<file path="src/rtl/tpp_pkg.sv">
package tpp_pkg;
  typedef enum logic [2:0] {
    TS_FULL   = 3'd0,
    TS_HALF   = 3'd1,
    TS_EIGHTH = 3'd2,
    TS_32ND   = 3'd3,
    TS_EXT    = 3'd4
  } tick_sel_e;
endpackage

</file>
<file path="src/rtl/tpp_prescaler.sv">
module tpp_prescaler #(
  parameter int DIV_LOG = 5
) (
  input  logic       clk,
  input  logic       rst,
  input  logic       ext_tick,
  input  logic [2:0] sel,
  output logic       tick
);
  import tpp_pkg::*;

  logic [DIV_LOG-1:0] pre;

  always_ff @(posedge clk) begin
    if (rst) pre <= '0;
    else     pre <= pre + 1'b1;
  end

  always_comb begin
    case (sel)
      TS_FULL:   tick = 1'b1;
      TS_HALF:   tick = pre[0];
      TS_EIGHTH: tick = &pre[2:0];
      TS_32ND:   tick = &pre;
      default:   tick = ext_tick;
    endcase
  end
endmodule

</file>
<file path="src/rtl/tpp_carrier.sv">
module tpp_carrier #(
  parameter int CW = 16
) (
  input  logic          clk,
  input  logic          rst,
  input  logic          tick,
  input  logic          saw_in,
  input  logic          dual_in,
  input  logic [CW-1:0] per_in,
  output logic [CW-1:0] cnt,
  output logic [CW-1:0] per_q,
  output logic          up,
  output logic          saw_q,
  output logic          dual_q,
  output logic          bnd
);
  logic at_end;

  always_comb at_end = saw_q ? (cnt == per_q) : (!up && cnt == '0);
  assign bnd = tick && at_end;

  always_ff @(posedge clk) begin
    if (rst) begin
      cnt    <= '0;
      up     <= 1'b1;
      per_q  <= '0;
      saw_q  <= 1'b0;
      dual_q <= 1'b0;
    end else if (bnd) begin
      cnt    <= '0;
      up     <= 1'b1;
      per_q  <= per_in;
      saw_q  <= saw_in;
      dual_q <= dual_in;
    end else if (tick) begin
      if (saw_q)              cnt <= cnt + 1'b1;
      else if (up) begin
        if (cnt == per_q)     up  <= 1'b0;
        else                  cnt <= cnt + 1'b1;
      end else                cnt <= cnt - 1'b1;
    end
  end
endmodule

</file>
<file path="src/rtl/tpp_phase.sv">
module tpp_phase #(
  parameter int CW = 16
) (
  input  logic          clk,
  input  logic          rst,
  input  logic          bnd,
  input  logic          up,
  input  logic          saw_q,
  input  logic          dual_q,
  input  logic [CW-1:0] cnt,
  input  logic [CW-1:0] w_rise,
  input  logic [CW-1:0] w_fall,
  input  logic          frc_en,
  input  logic          frc_lvl,
  output logic          fe_q,
  output logic          fl_q,
  output logic          pout
);
  logic [CW-1:0] wr_q, wf_q, thr;

  always_comb thr = (!saw_q && dual_q && !up) ? wf_q : wr_q;

  always_ff @(posedge clk) begin
    if (rst) begin
      wr_q <= '0;
      wf_q <= '0;
      fe_q <= 1'b0;
      fl_q <= 1'b0;
      pout <= 1'b0;
    end else begin
      pout <= fe_q ? fl_q : (cnt < thr);
      if (bnd) begin
        wr_q <= w_rise;
        wf_q <= w_fall;
        fe_q <= frc_en;
        fl_q <= frc_lvl;
      end
    end
  end
endmodule

</file>
<file path="src/rtl/tpp_irq_decim.sv">
module tpp_irq_decim #(
  parameter int DW = 4
) (
  input  logic          clk,
  input  logic          rst,
  input  logic          bnd,
  input  logic [DW-1:0] every,
  input  logic          every_wr,
  output logic [DW-1:0] dcnt,
  output logic          irq
);
  logic [DW-1:0] nthr;
  logic          hit;

  always_comb begin
    nthr = (every == '0) ? {{(DW-1){1'b0}}, 1'b1} : every;
    hit  = bnd && (({1'b0, dcnt} + 1'b1) >= {1'b0, nthr});
  end

  always_ff @(posedge clk) begin
    if (rst) begin
      dcnt <= '0;
      irq  <= 1'b0;
    end else begin
      irq <= hit;
      if (every_wr)  dcnt <= '0;
      else if (bnd)  dcnt <= hit ? '0 : dcnt + 1'b1;
    end
  end
endmodule

</file>
<file path="src/rtl/tri_phase_pwm.sv">
module tri_phase_pwm #(
  parameter int CW  = 16,
  parameter int NPH = 3,
  parameter int DW  = 4,
  parameter int DIV_LOG = 5
) (
  input  logic              clk,
  input  logic              rst,
  input  logic              ext_tick,
  input  logic [2:0]        tick_sel,
  input  logic              saw_mode,
  input  logic              dual_width,
  input  logic [CW-1:0]     period,
  input  logic [NPH*CW-1:0] width_rise,
  input  logic [NPH*CW-1:0] width_fall,
  input  logic [NPH-1:0]    force_en,
  input  logic [NPH-1:0]    force_lvl,
  input  logic [DW-1:0]     irq_every,
  input  logic              irq_every_wr,
  output logic [NPH-1:0]    phase_out,
  output logic              carrier_irq
);
  logic          tick, bnd, up, saw_q, dual_q;
  logic [CW-1:0] cnt, per_q;
  logic [DW-1:0] dcnt;
  logic [NPH-1:0] frc_en_q, frc_lvl_q;

  tpp_prescaler #(.DIV_LOG(DIV_LOG)) u_pre (
    .clk(clk), .rst(rst), .ext_tick(ext_tick), .sel(tick_sel), .tick(tick)
  );

  tpp_carrier #(.CW(CW)) u_car (
    .clk(clk), .rst(rst), .tick(tick), .saw_in(saw_mode), .dual_in(dual_width),
    .per_in(period), .cnt(cnt), .per_q(per_q), .up(up), .saw_q(saw_q),
    .dual_q(dual_q), .bnd(bnd)
  );

  for (genvar k = 0; k < NPH; k++) begin : g_ph
    tpp_phase #(.CW(CW)) u_ph (
      .clk(clk), .rst(rst), .bnd(bnd), .up(up), .saw_q(saw_q), .dual_q(dual_q),
      .cnt(cnt), .w_rise(width_rise[k*CW +: CW]), .w_fall(width_fall[k*CW +: CW]),
      .frc_en(force_en[k]), .frc_lvl(force_lvl[k]),
      .fe_q(frc_en_q[k]), .fl_q(frc_lvl_q[k]), .pout(phase_out[k])
    );
  end

  tpp_irq_decim #(.DW(DW)) u_irq (
    .clk(clk), .rst(rst), .bnd(bnd), .every(irq_every), .every_wr(irq_every_wr),
    .dcnt(dcnt), .irq(carrier_irq)
  );
endmodule

</file>
<file path="config.mk">
export PLATFORM = sky130hd
export DESIGN_NAME = tri_phase_pwm
export DESIGN_NICKNAME = d
export VERILOG_FILES = /design/src/rtl/tpp_pkg.sv /design/src/rtl/tpp_prescaler.sv /design/src/rtl/tpp_carrier.sv /design/src/rtl/tpp_phase.sv /design/src/rtl/tpp_irq_decim.sv /design/src/rtl/tri_phase_pwm.sv
export SDC_FILE = /design/constraint.sdc
export NUM_CORES = 1
export LEC_CHECK = 0
export BUFFER_PORTS_ARGS = -buffer_cell sky130_fd_sc_hd__buf_2
export CELL_PAD_IN_SITES_DETAIL_PLACEMENT = 0
export CELL_PAD_IN_SITES_GLOBAL_PLACEMENT = 2
export CORE_UTILIZATION = 35
export CTS_CLUSTER_DIAMETER = 60
export CTS_CLUSTER_SIZE = 40
export DETAILED_ROUTE_END_ITERATION = 8
export GPL_TIMING_DRIVEN = 0
export PLACE_DENSITY_LB_ADDON = 0.1
export SYNTH_ARGS = -nofsm -noshare
export SYNTH_HDL_FRONTEND = slang
export SYNTH_HIERARCHICAL = 1
export SYNTH_SLANG_ARGS = --single-unit
export TNS_END_PERCENT = 100
</file>
<file path="constraint.sdc">
create_clock -name clk -period 3.5 [get_ports clk]
set_input_delay 0.875 -clock clk [delete_from_list [all_inputs] [get_ports clk]]
set_output_delay 0.875 -clock clk [all_outputs]
set_load 0.01 [all_outputs]
</file>
-- Word-level counts from Yosys, hierarchy flattened
Cells that the tools add are included.
- order comparisons: 4
- reduce and logical (&&, ||, !) cells: 16
- eq/ne operators: 5
- $add $sub $neg: 5
- bitwise operators: 1
- multiplexer cells: 15
- operators with widths (cell ; number):
    $mux 16 ; 6
    $lt 16x16->1 ; 3
    $add 16x1->16 const B ; 1
    $eq 16x16->1 ; 1
    $logic_not 16->1 ; 1
    $sub 16x1->16 const B ; 1
    $mux 4 ; 2
    $eq 3x2->1 const B ; 2
    $mux 1 ; 6
    $add 4x1->5 const B ; 1
    $add 5x1->5 const B ; 1
    $ge 5x4->1 ; 1
    $logic_and 1x1->1 ; 5
    $reduce_and 5->1 ; 1
    $add 4x1->4 const B ; 1
    $logic_not 4->1 ; 1
    $pmux 1 s4 ; 1
    $reduce_and 2->1 ; 2
    $reduce_or 2->1 ; 2
    $eq 3x1->1 const B ; 1
    $logic_not 3->1 ; 1
    $ne 3x3->1 const B ; 1
    $reduce_and 3->1 ; 1
    $logic_not 1->1 ; 2
    $not 1->1 ; 1
- word-level logic and storage cells: 69
- register bits: 150
- output and inout port bits: 4

-- Longest topological paths before layout
Gate-level depths: netlist (run 1).
- depth in word-level cells: 6
- mapped depth: 13

-- Modules after synthesis
The synthesis (run 1) kept the hierarchy.
- by module, submodules not included (module ; times used ; area an instance (um^2) ; cells each ; sequential area each (um^2)):
    tpp_phase ; 3 ; 1715.4 ; 169 ; 700.7
    tpp_carrier ; 1 ; 2010.7 ; 249 ; 700.7
    tpp_irq_decim ; 1 ; 400.4 ; 45 ; 100.1
    tpp_prescaler ; 1 ; 221.5 ; 20 ; 100.1

-- Worst setup path before layout (run 1)
No wires, ideal clock.
- path type: register to register
- start point: reg u_car.cnt[0]
- end point: reg g_ph[0].u_ph.wf_q[0]
- library setup time: 0.128 ns
- path slack: 0.254 ns
- clock period less this slack: 3.246 ns
- required time: 3.372 ns
- stages on the path, launching flop included: 13
- arrival: 3.118 ns
- cells stage by stage: dfxtp_1 inv_1 ha_1 or4b_1 buf_2 or4_4 a21boi_4 buf_6 nor2_1 buf_2 buf_2 mux2i_1 nor2_1
- word-level cells in the longest chain between the ends: 4
- elaborated cells on any way between the ends: 5
- those cells by class: 1 x eq/ne; 1 x mux; 3 x reduce/logical
- RTL lines (what ; line ; source):
    start: declaration ; tpp_carrier.sv:10 ; output logic [CW-1:0] cnt,
    start signal: assignment ; tpp_carrier.sv:36 ; if (saw_q) cnt <= cnt + 1'b1;
    start signal: assignment ; tpp_carrier.sv:39 ; else cnt <= cnt + 1'b1;
    start signal: assignment ; tpp_carrier.sv:40 ; end else cnt <= cnt - 1'b1;
    $logic_not 16->1 ; tpp_carrier.sv:19 ; always_comb at_end = saw_q ? (cnt == per_q) : (!up && cnt == '0);
    $logic_and 1x1->1 ; tpp_carrier.sv:19 ;
    $mux 1 * ; tpp_carrier.sv:19 ;
    $logic_and 1x1->1 * ; tpp_carrier.sv:20 ; assign bnd = tick && at_end;
    named net bnd ; tri_phase_pwm.sv:23 ; logic tick, bnd, up, saw_q, dual_q;
    end signal: assignment ; tpp_phase.sv:34 ; wf_q <= w_fall;
    end: declaration ; tpp_phase.sv:19 ; logic [CW-1:0] wr_q, wf_q, thr;
The timed path passes the listed nets; every way through them passes the cells marked *.
A chain may end at the register's enable or synchronous reset.

-- Worst setup path after layout (run 1)
- start point: reg u_car.cnt[0]
- end point: reg g_ph[2].u_ph.wr_q[9]
- word-level cells in the longest chain between the ends: 4
- elaborated cells on any way between the ends: 5
- those cells by class: 1 x eq/ne; 1 x mux; 3 x reduce/logical
- RTL lines (what ; line ; source):
    $logic_not 16->1 ; tpp_carrier.sv:19 ;
    $logic_and 1x1->1 ; tpp_carrier.sv:19 ;
    $mux 1 * ; tpp_carrier.sv:19 ;
    $logic_and 1x1->1 * ; tpp_carrier.sv:20 ;
    named net bnd ; tri_phase_pwm.sv:23 ;
    end signal: assignment ; tpp_phase.sv:33 ; wr_q <= w_rise;
    end: declaration ; tpp_phase.sv:19 ;
Marked as above.

==> summary.txt, run 1 <==
Run status
  – Outcome: finished clean

Global route
  – Vias in the first global route: 6245
  – First-pass GRT wire length: 33800 µm
  – Initial antenna violation count: 0
  – Total track usage: 0.198
  – Largest net degree at the start of global routing: 17
  – Total gr overflow: 0

Synthesis
  – Async S/R FF share, synth: 0
  – Distinct cells, synth: 54
  – Post-synthesis instance area: 7780 µm²
  – Syn nets: 1007
  – Flops & latches, synth: 150
  – Share of synthesized area occupied by flip-flops and latches: 0.386
  – Top FF cell, synth: dfxtp_1
  – Post-synth EDFFs: 0
  – Syn_area_per_cell: 9.47 µm²
  – Warnings from Yosys: 6
  – Mapped Cells: 821

CTS
  – CTS Buffer Depth: 2
  – CTS tree: yes
  – Clk sink count: 150
  – Clock-pin slew on the worst setup and hold paths: 70 ps
  – Root Driver: clkbuf_16
  – CTS buffer count: 17
  – Worst-Skew Late Latency: 430 ps
  – H-tree depth: 4

Detailed routing
  – DR vias/cell: 5.06
  – WL final: 21600 µm
  – Drt first pass iters: 4
  – DRT antenna net count: 0
  – Drt wl/cell: 17.1 µm
  – # DRC: 0
  – DR iter-0 viols: 200
  – Total vias in the final route: 6419

Die
  – Number of placement rows: 54
  – Die Wd: 151 µm
  – I/O pins: 135
  – Core footprint: 21800 µm²
  – Die height: 151 µm
  – Die area: 22800 µm²
  – Starting density of the core: 0.356

Hold path
  – Worst Hold End: u_pre/pre[0]
  – HP Start: u_pre/pre[0]
  – Worst hold path type: flip-flop to flip-flop
  – Hold path depth: 1

Timing
  – Fmax: 0.301 GHz
  – Minimum clock period: 3320 ps
  – Clock Skew: 10.8 ps
  – TNS Setup: 0 ps
  – RSZ-0062 raised after global routing: true
  – Fin. Hold Viols: 0
  – Crit path setup slack, layout: 178 ps
  – Fin. max-slew vios: 0
  – Final setup viols: 0
  – Slew headroom: 0.561
  – Worst-Margin Slew: 654 ps
  – Final period util: 0.949

Power
  – Pwr/cell area: 639 nW/µm²
  – P_leak: 3.77 nW
  – VDD IR max: 347 µV

Critical path
  – Worst R2R Path Depth: 12
  – Worst reg2reg path endpoint: g_ph[2].u_ph/wr_q[9]
  – CP required: 3810 ps
  – Worst Path Max Fanout: 10
  – Startpoint types: flip-flop
  – Reg-to-Reg Start: u_car/cnt[0]
  – Crit end category: flip-flop
  – FF-to-FF setup slack: 180 ps
  – Worst EP arrival: 3630 ps
  – Crit path kind: flip-flop to flip-flop

Run
  – Max_cap viols: 0

Place
  – Pre-CTS setup slack: -753 ps
  – Placed Instances: 1235
  – Gpl congestion: 0.788
  – Hpwl dp: 15600 µm
  – IO Port Bufs: 134

Layout
  – Area Overhead vs Synth: 21.4%
  – Share of cells above drive strength 1: 0.217
  – Antenna diodes: 0
  – Multi-input gate area: 4470 µm²
  – Fill cell count: 2264
  – Final Non-Filler Cells: 1268
  – NumNets Final: 1161
  – Seq. cell area: 3010 µm²
## final cells by class
class / instances / share of cell area
Sequential cell: 150 / 0.318
Clock buffer: 18 / 0.0465
Inverter: 9 / 0.00358
Clock inverter: 14 / 0.0140
Tap cell: 280 / 0.0371
Buffer: 51 / 0.0355
Multi-Input combinational cell: 611 / 0.473
Timing Repair Buffer: 135 / 0.0718
## placed cells by master, fill, tap and decap left out, types with 9 or more instances in the layout
| master | count |
|---|---|
| mux2i_1 | 151 |
| dfxtp_1 | 147 |
| buf_2 | 137 |
| nor2_1 | 130 |
| ha_1 | 55 |
| a21oi_1 | 47 |
| o21ai_0 | 33 |
| nand3_1 | 28 |
| xor2_1 | 26 |
| nand2_1 | 22 |
| clkbuf_1 | 19 |
| clkbuf_16 | 17 |
| buf_4 | 12 |
| buf_6 | 11 |
| inv_1 | 9 |
## metal layers
metal,share of wire,global-route usage,up-vias,wire [µm]
met3,0.041,0.0349,17,883
met1,0.49,0.273,2995,10600
li1,-,-,3259,-
met5,0,0,-,0
met4,0.013,0.0645,0,289
met2,0.45,0.310,148,9830
## Yosys cell counts, types with 7 or more instances
cell,instances,area [µm²]
nand3_1,28,140
a21oi_1,47,235
dfxtp_1,150,3000
o21ai_0,33,165
buf_6,7,78.8
buf_2,15,75.1
ha_1,55,688
nor2_1,131,492
clkbuf_1,24,90.1
inv_1,9,33.8
nor4_1,9,56.3
xor2_1,26,228
mux2i_1,151,1510
nand2_1,22,82.6
## power by group
group,internal (mW),switching [mW]
clock,0.962,0.838
sequential,1.92,0.220
combinational,0.913,1.19
## through the flow
stage          hold slack, ps  utilization  total power [mW]  instance area (µm²)
3_3_place_gp              451        0.403              4.22                 8800
3_5_place_dp              460        0.403              4.23                 8800
2_1_floorplan             429            -              3.63                 7780
5_1_grt                   495        0.433              6.45                 9450
4_1_cts                   476        0.432              6.11                 9420
6_report                  472        0.433              6.04                 9450
## worst max path at each step
stage,startpoint,to,depth (start not counted)
after floorplan,u_car/cnt[0],g_ph[0].u_ph/wf_q[0],12
after global placement,u_car/cnt[0],g_ph[2].u_ph/wr_q[5],12
after detailed placement,u_car/cnt[0],g_ph[2].u_ph/wr_q[9],12
after CTS,u_car/cnt[0],g_ph[2].u_ph/wf_q[9],12
after global routing,u_car/cnt[0],g_ph[2].u_ph/wr_q[3],12
final,u_car/cnt[0],g_ph[2].u_ph/wr_q[9],12
## state kept, by name, indices dropped and copies added, names as in the netlist
signal / flops
u_irq/irq: 1
g_ph.u_ph/fl_q: 3
u_car/cnt: 16
u_car/dual_q: 1
g_ph.u_ph/wf_q: 48
g_ph.u_ph/pout: 3
g_ph.u_ph/wr_q: 48
g_ph.u_ph/fe_q: 3
u_car/per_q: 16
u_car/up: 1
u_irq/dcnt: 4
u_pre/pre: 5
u_car/saw_q: 1
## worst max-delay path, cell delays in order, from the launching register on
cell	delay, ps
dfxtp_2	410
inv_1	150
ha_1	180
or4b_1	420
buf_2	180
or4_4	540
a21boi_4	200
buf_6	170
nor2_4	200
buf_4	230
buf_4	250
mux2i_1	220
nor2_1	50
## logic make-up (layout without fill, tap and decap cells)
family	count (synthesis)	count (layout)	share of synthesized area
AND/OR/NAND/NOR	242	242	0.148
multiplexers	151	151	0.194
flip-flops	150	150	0.386
AO/OA/AOI/OAI	132	132	0.107
buffers and inverters	60	227	0.0410
adder cells (fa/ha/maj)	55	55	0.0885
XOR/XNOR	31	31	0.0349
## what timing repair did
item                                    4_1_cts  5_1_grt
pin swaps                                     1        1
hold buffers                                  0        0
resized for setup                            15       16
endpoints found under the setup margin      104       91
setup buffers                                 1        0
No activity file was read; power rests on OpenSTA's default activity.
==> run 2, diff against run 1 <==
--- a/config.mk
+++ b/config.mk
@@ -5,10 +5,11 @@
 export SDC_FILE = /design/constraint.sdc
 export NUM_CORES = 1
 export LEC_CHECK = 0
+export ABC_AREA = 1
 export BUFFER_PORTS_ARGS = -buffer_cell sky130_fd_sc_hd__buf_2
 export CELL_PAD_IN_SITES_DETAIL_PLACEMENT = 0
 export CELL_PAD_IN_SITES_GLOBAL_PLACEMENT = 2
-export CORE_UTILIZATION = 35
+export CORE_UTILIZATION = 32
 export CTS_CLUSTER_DIAMETER = 60
 export CTS_CLUSTER_SIZE = 40
 export DETAILED_ROUTE_END_ITERATION = 8
==> summary.txt, run 2 <==
Layout
  – Biggest regs: g_ph.u_ph/wf_q (48), g_ph.u_ph/wr_q (48)
  – Final instance area: 10000 µm²
  – Fill cell count: 2769
  – NumNets Final: 1531
  – Most frequent cells in the layout: 401 x nand2_1, 147 x buf_2, 147 x dfxtp_1, 124 x a21oi_1, 105 x nor2_1
  – Commonest non-fill, non-tap cell in the layout: nand2_1
  – Area Overhead vs Synth: 20.0%
  – Share of cells above drive strength 1: 0.172
  – Seq. cell area: 3010 µm²
  – Multi-input gate area: 4740 µm²
  – Antenna diodes: 0

Detailed routing
  – WL final: 25600 µm
  – Drt first pass iters: 5
  – DR iter-0 viols: 424
  – DRT antenna net count: 0
  – Total vias in the final route: 7839
  – Drt wl/cell: 15.1 µm
  – # DRC: 0
  – DR vias/cell: 4.64

Timing
  – Final setup viols: 0
  – Fin. max-slew vios: 0
  – Minimum clock period: 3170 ps
  – Fmax: 0.315 GHz
  – Worst-Margin Slew: 613 ps
  – Fin. Hold Viols: 0
  – RSZ-0062 raised after global routing: false
  – Slew headroom: 0.591
  – Clock Skew: 14.9 ps
  – Final period util: 0.906

Die
  – Number of placement rows: 58
  – Starting density of the core: 0.328
  – Die area: 26700 µm²
  – Die Wd: 163 µm
  – Core footprint: 25400 µm²
  – Die height: 163 µm
  – I/O pins: 135

CTS
  – Cts hold-fix bufs: 0
  – Clock-pin slew on the worst setup and hold paths: 70 ps
  – Clk sink count: 150
  – Root Driver: clkbuf_16
  – CTS tree: yes
  – CTS Buffer Depth: 2
  – Worst-Skew Late Latency: 430 ps
  – H-tree depth: 4
  – CTS buffer count: 17

Place
  – Gpl congestion: 0.823
  – IO Port Bufs: 134
  – Hpwl dp: 19400 µm
  – Dpl cell area: 9420 µm²

Critical path
  – Worst EP arrival: 3510 ps
  – CP required: 3840 ps
  – Crit path kind: flip-flop to flip-flop
  – Slowest stage cell on the critical path: dfxtp_1
  – Worst path cell trace: buf_2 > inv_2 > nand2_1 > nand2_1 > nor2_1 > nand2_1 > nor2_2 > nand3_2 > a21boi_4 > buf_12 > buf_6 > clkbuf_1 > clkbuf_1 > nand2_1 > a21oi_1
  – FF-to-FF setup slack: 330 ps
  – Worst path most repeated cell: nand2_1
  – Worst setup path startpoint: u_car/cnt[2]
  – Crit end category: flip-flop
  – Crit path largest cell delay: 550 ps
  – Worst Path Max Fanout: 19
  – CP top delay family: buffers and inverters
  – Reg-to-Reg Start: u_car/cnt[2]
  – Startpoint types: flip-flop
  – Crit path buffers/inverters: 6

Synthesis
  – Syn nets: 1378
  – Area contributors post-synth: dfxtp_1 36%, nand2_1 18%, ha_1 8.3%, a21oi_1 7.4%, mux2i_1 5.4%
  – Syn_area_per_cell: 6.99 µm²
  – Flops & latches, synth: 150
  – Top cells by count, synth: 401 x nand2_1, 150 x dfxtp_1, 124 x a21oi_1
  – Top FF cell, synth: dfxtp_1
  – Area leader, netlist: dfxtp_1
  – Mapped Cells: 1192
  – Async S/R FF share, synth: 0
  – Distinct cells, synth: 34
  – Yosys top cell area share: 0.360
  – Post-synth EDFFs: 0
  – Post-synthesis instance area: 8340 µm²
  – Share of synthesized area occupied by flip-flops and latches: 0.360
  – Most common cell in the synthesized netlist: nand2_1
  – Warnings from Yosys: 6

Hold path
  – Worst hold path type: flip-flop to flip-flop
  – HP Start: g_ph[2].u_ph/wr_q[6]

Global route
  – First-pass GRT wire length: 40000 µm
  – Initial antenna violation count: 0
  – Vias in the first global route: 7375
  – Total track usage: 0.197
  – Largest net degree at the start of global routing: 20
  – Total gr overflow: 0

Run status
  – Outcome: finished clean

Run
  – Max_cap viols: 0

Power
  – P_leak: 4.59 nW
  – Tot Pwr: 6.54 mW
  – VDD IR max: 325 µV
  – Pwr/cell area: 653 nW/µm²
run 2: cell families (layout without fill, tap and decap cells):
kind of cell	Yosys count	after routing	share of synthesized area
flip-flops	150	150	0.360
XOR/XNOR	10	10	0.0105
AND/OR/NAND/NOR	617	617	0.313
adder cells (fa/ha/maj)	55	55	0.0825
multiplexers	45	45	0.0540
AO/OA/AOI/OAI	165	165	0.108
buffers and inverters	150	316	0.0717
run 2: final cells by class:
class / count / area share
multi-input cells: 892 / 0.473
clock inverters: 13 / 0.0115
repair buffers: 135 / 0.0690
flip-flops and latches: 150 / 0.300
inverters: 93 / 0.0349
well taps: 330 / 0.0413
clock buffers: 19 / 0.0452
plain buffers: 56 / 0.0245
run 2: worst reg2reg max path, stage by stage (launching register included):
cell      delay, ps
dfxtp_1         550
buf_2           290
inv_2            80
nand2_1          60
nand2_1          40
nor2_1           90
nand2_1          70
nor2_2          190
nand3_2         140
a21boi_4        200
buf_12          140
buf_6           230
clkbuf_1        260
clkbuf_1        440
nand2_1         140
a21oi_1         160
run 2: through the flow:
stage	TNS (ps)	setup WS (ps)	instances	hold WS, ps	utilization
after floorplan	0	819	1192	439	-
after global placement	-491	-79.8	1656	448	0.371
after detailed placement	-38.1	-15.6	1656	452	0.371
after CTS	0	97.2	1688	462	0.393
after global routing	0	22.4	1688	478	0.394
final	0	329	1688	460	0.394
run 2: path summary, 6_finish.rpt:
path | end | cells after the start
min | g_ph[2].u_ph/wr_q[6] | 2
min reg2reg | g_ph[2].u_ph/wr_q[6] | 2
max reg2reg | g_ph[0].u_ph/wr_q[14] | 15
max | g_ph[0].u_ph/wr_q[14] | 15
run 2: where the power goes:
| part | leakage [nW] | internal [mW] | total [mW] | switching (mW) |
|---|---|---|---|---|
| combinational | 3.11 | 0.915 | 2.58 | 1.66 |
| clock | 0.265 | 0.969 | 1.79 | 0.818 |
| sequential | 1.21 | 1.93 | 2.17 | 0.241 |
| total | 4.59 | 3.82 | 6.54 | 2.72 |
run 2: routing by layer:
metal	vias to the layer above	wire, µm	GRT usage
li1	4175	-	-
met1	3486	12600	0.267
met2	159	11500	0.319
met3	19	1050	0.0312
met4	0	404	0.0582
met5	-	0	0
run 2: repair_timing:
| item | in CTS | in global routing |
|---|---|---|
| resized for setup | 0 | 3 |
| endpoints found under the setup margin | 0 | 99 |
| setup buffers | 0 | 1 |
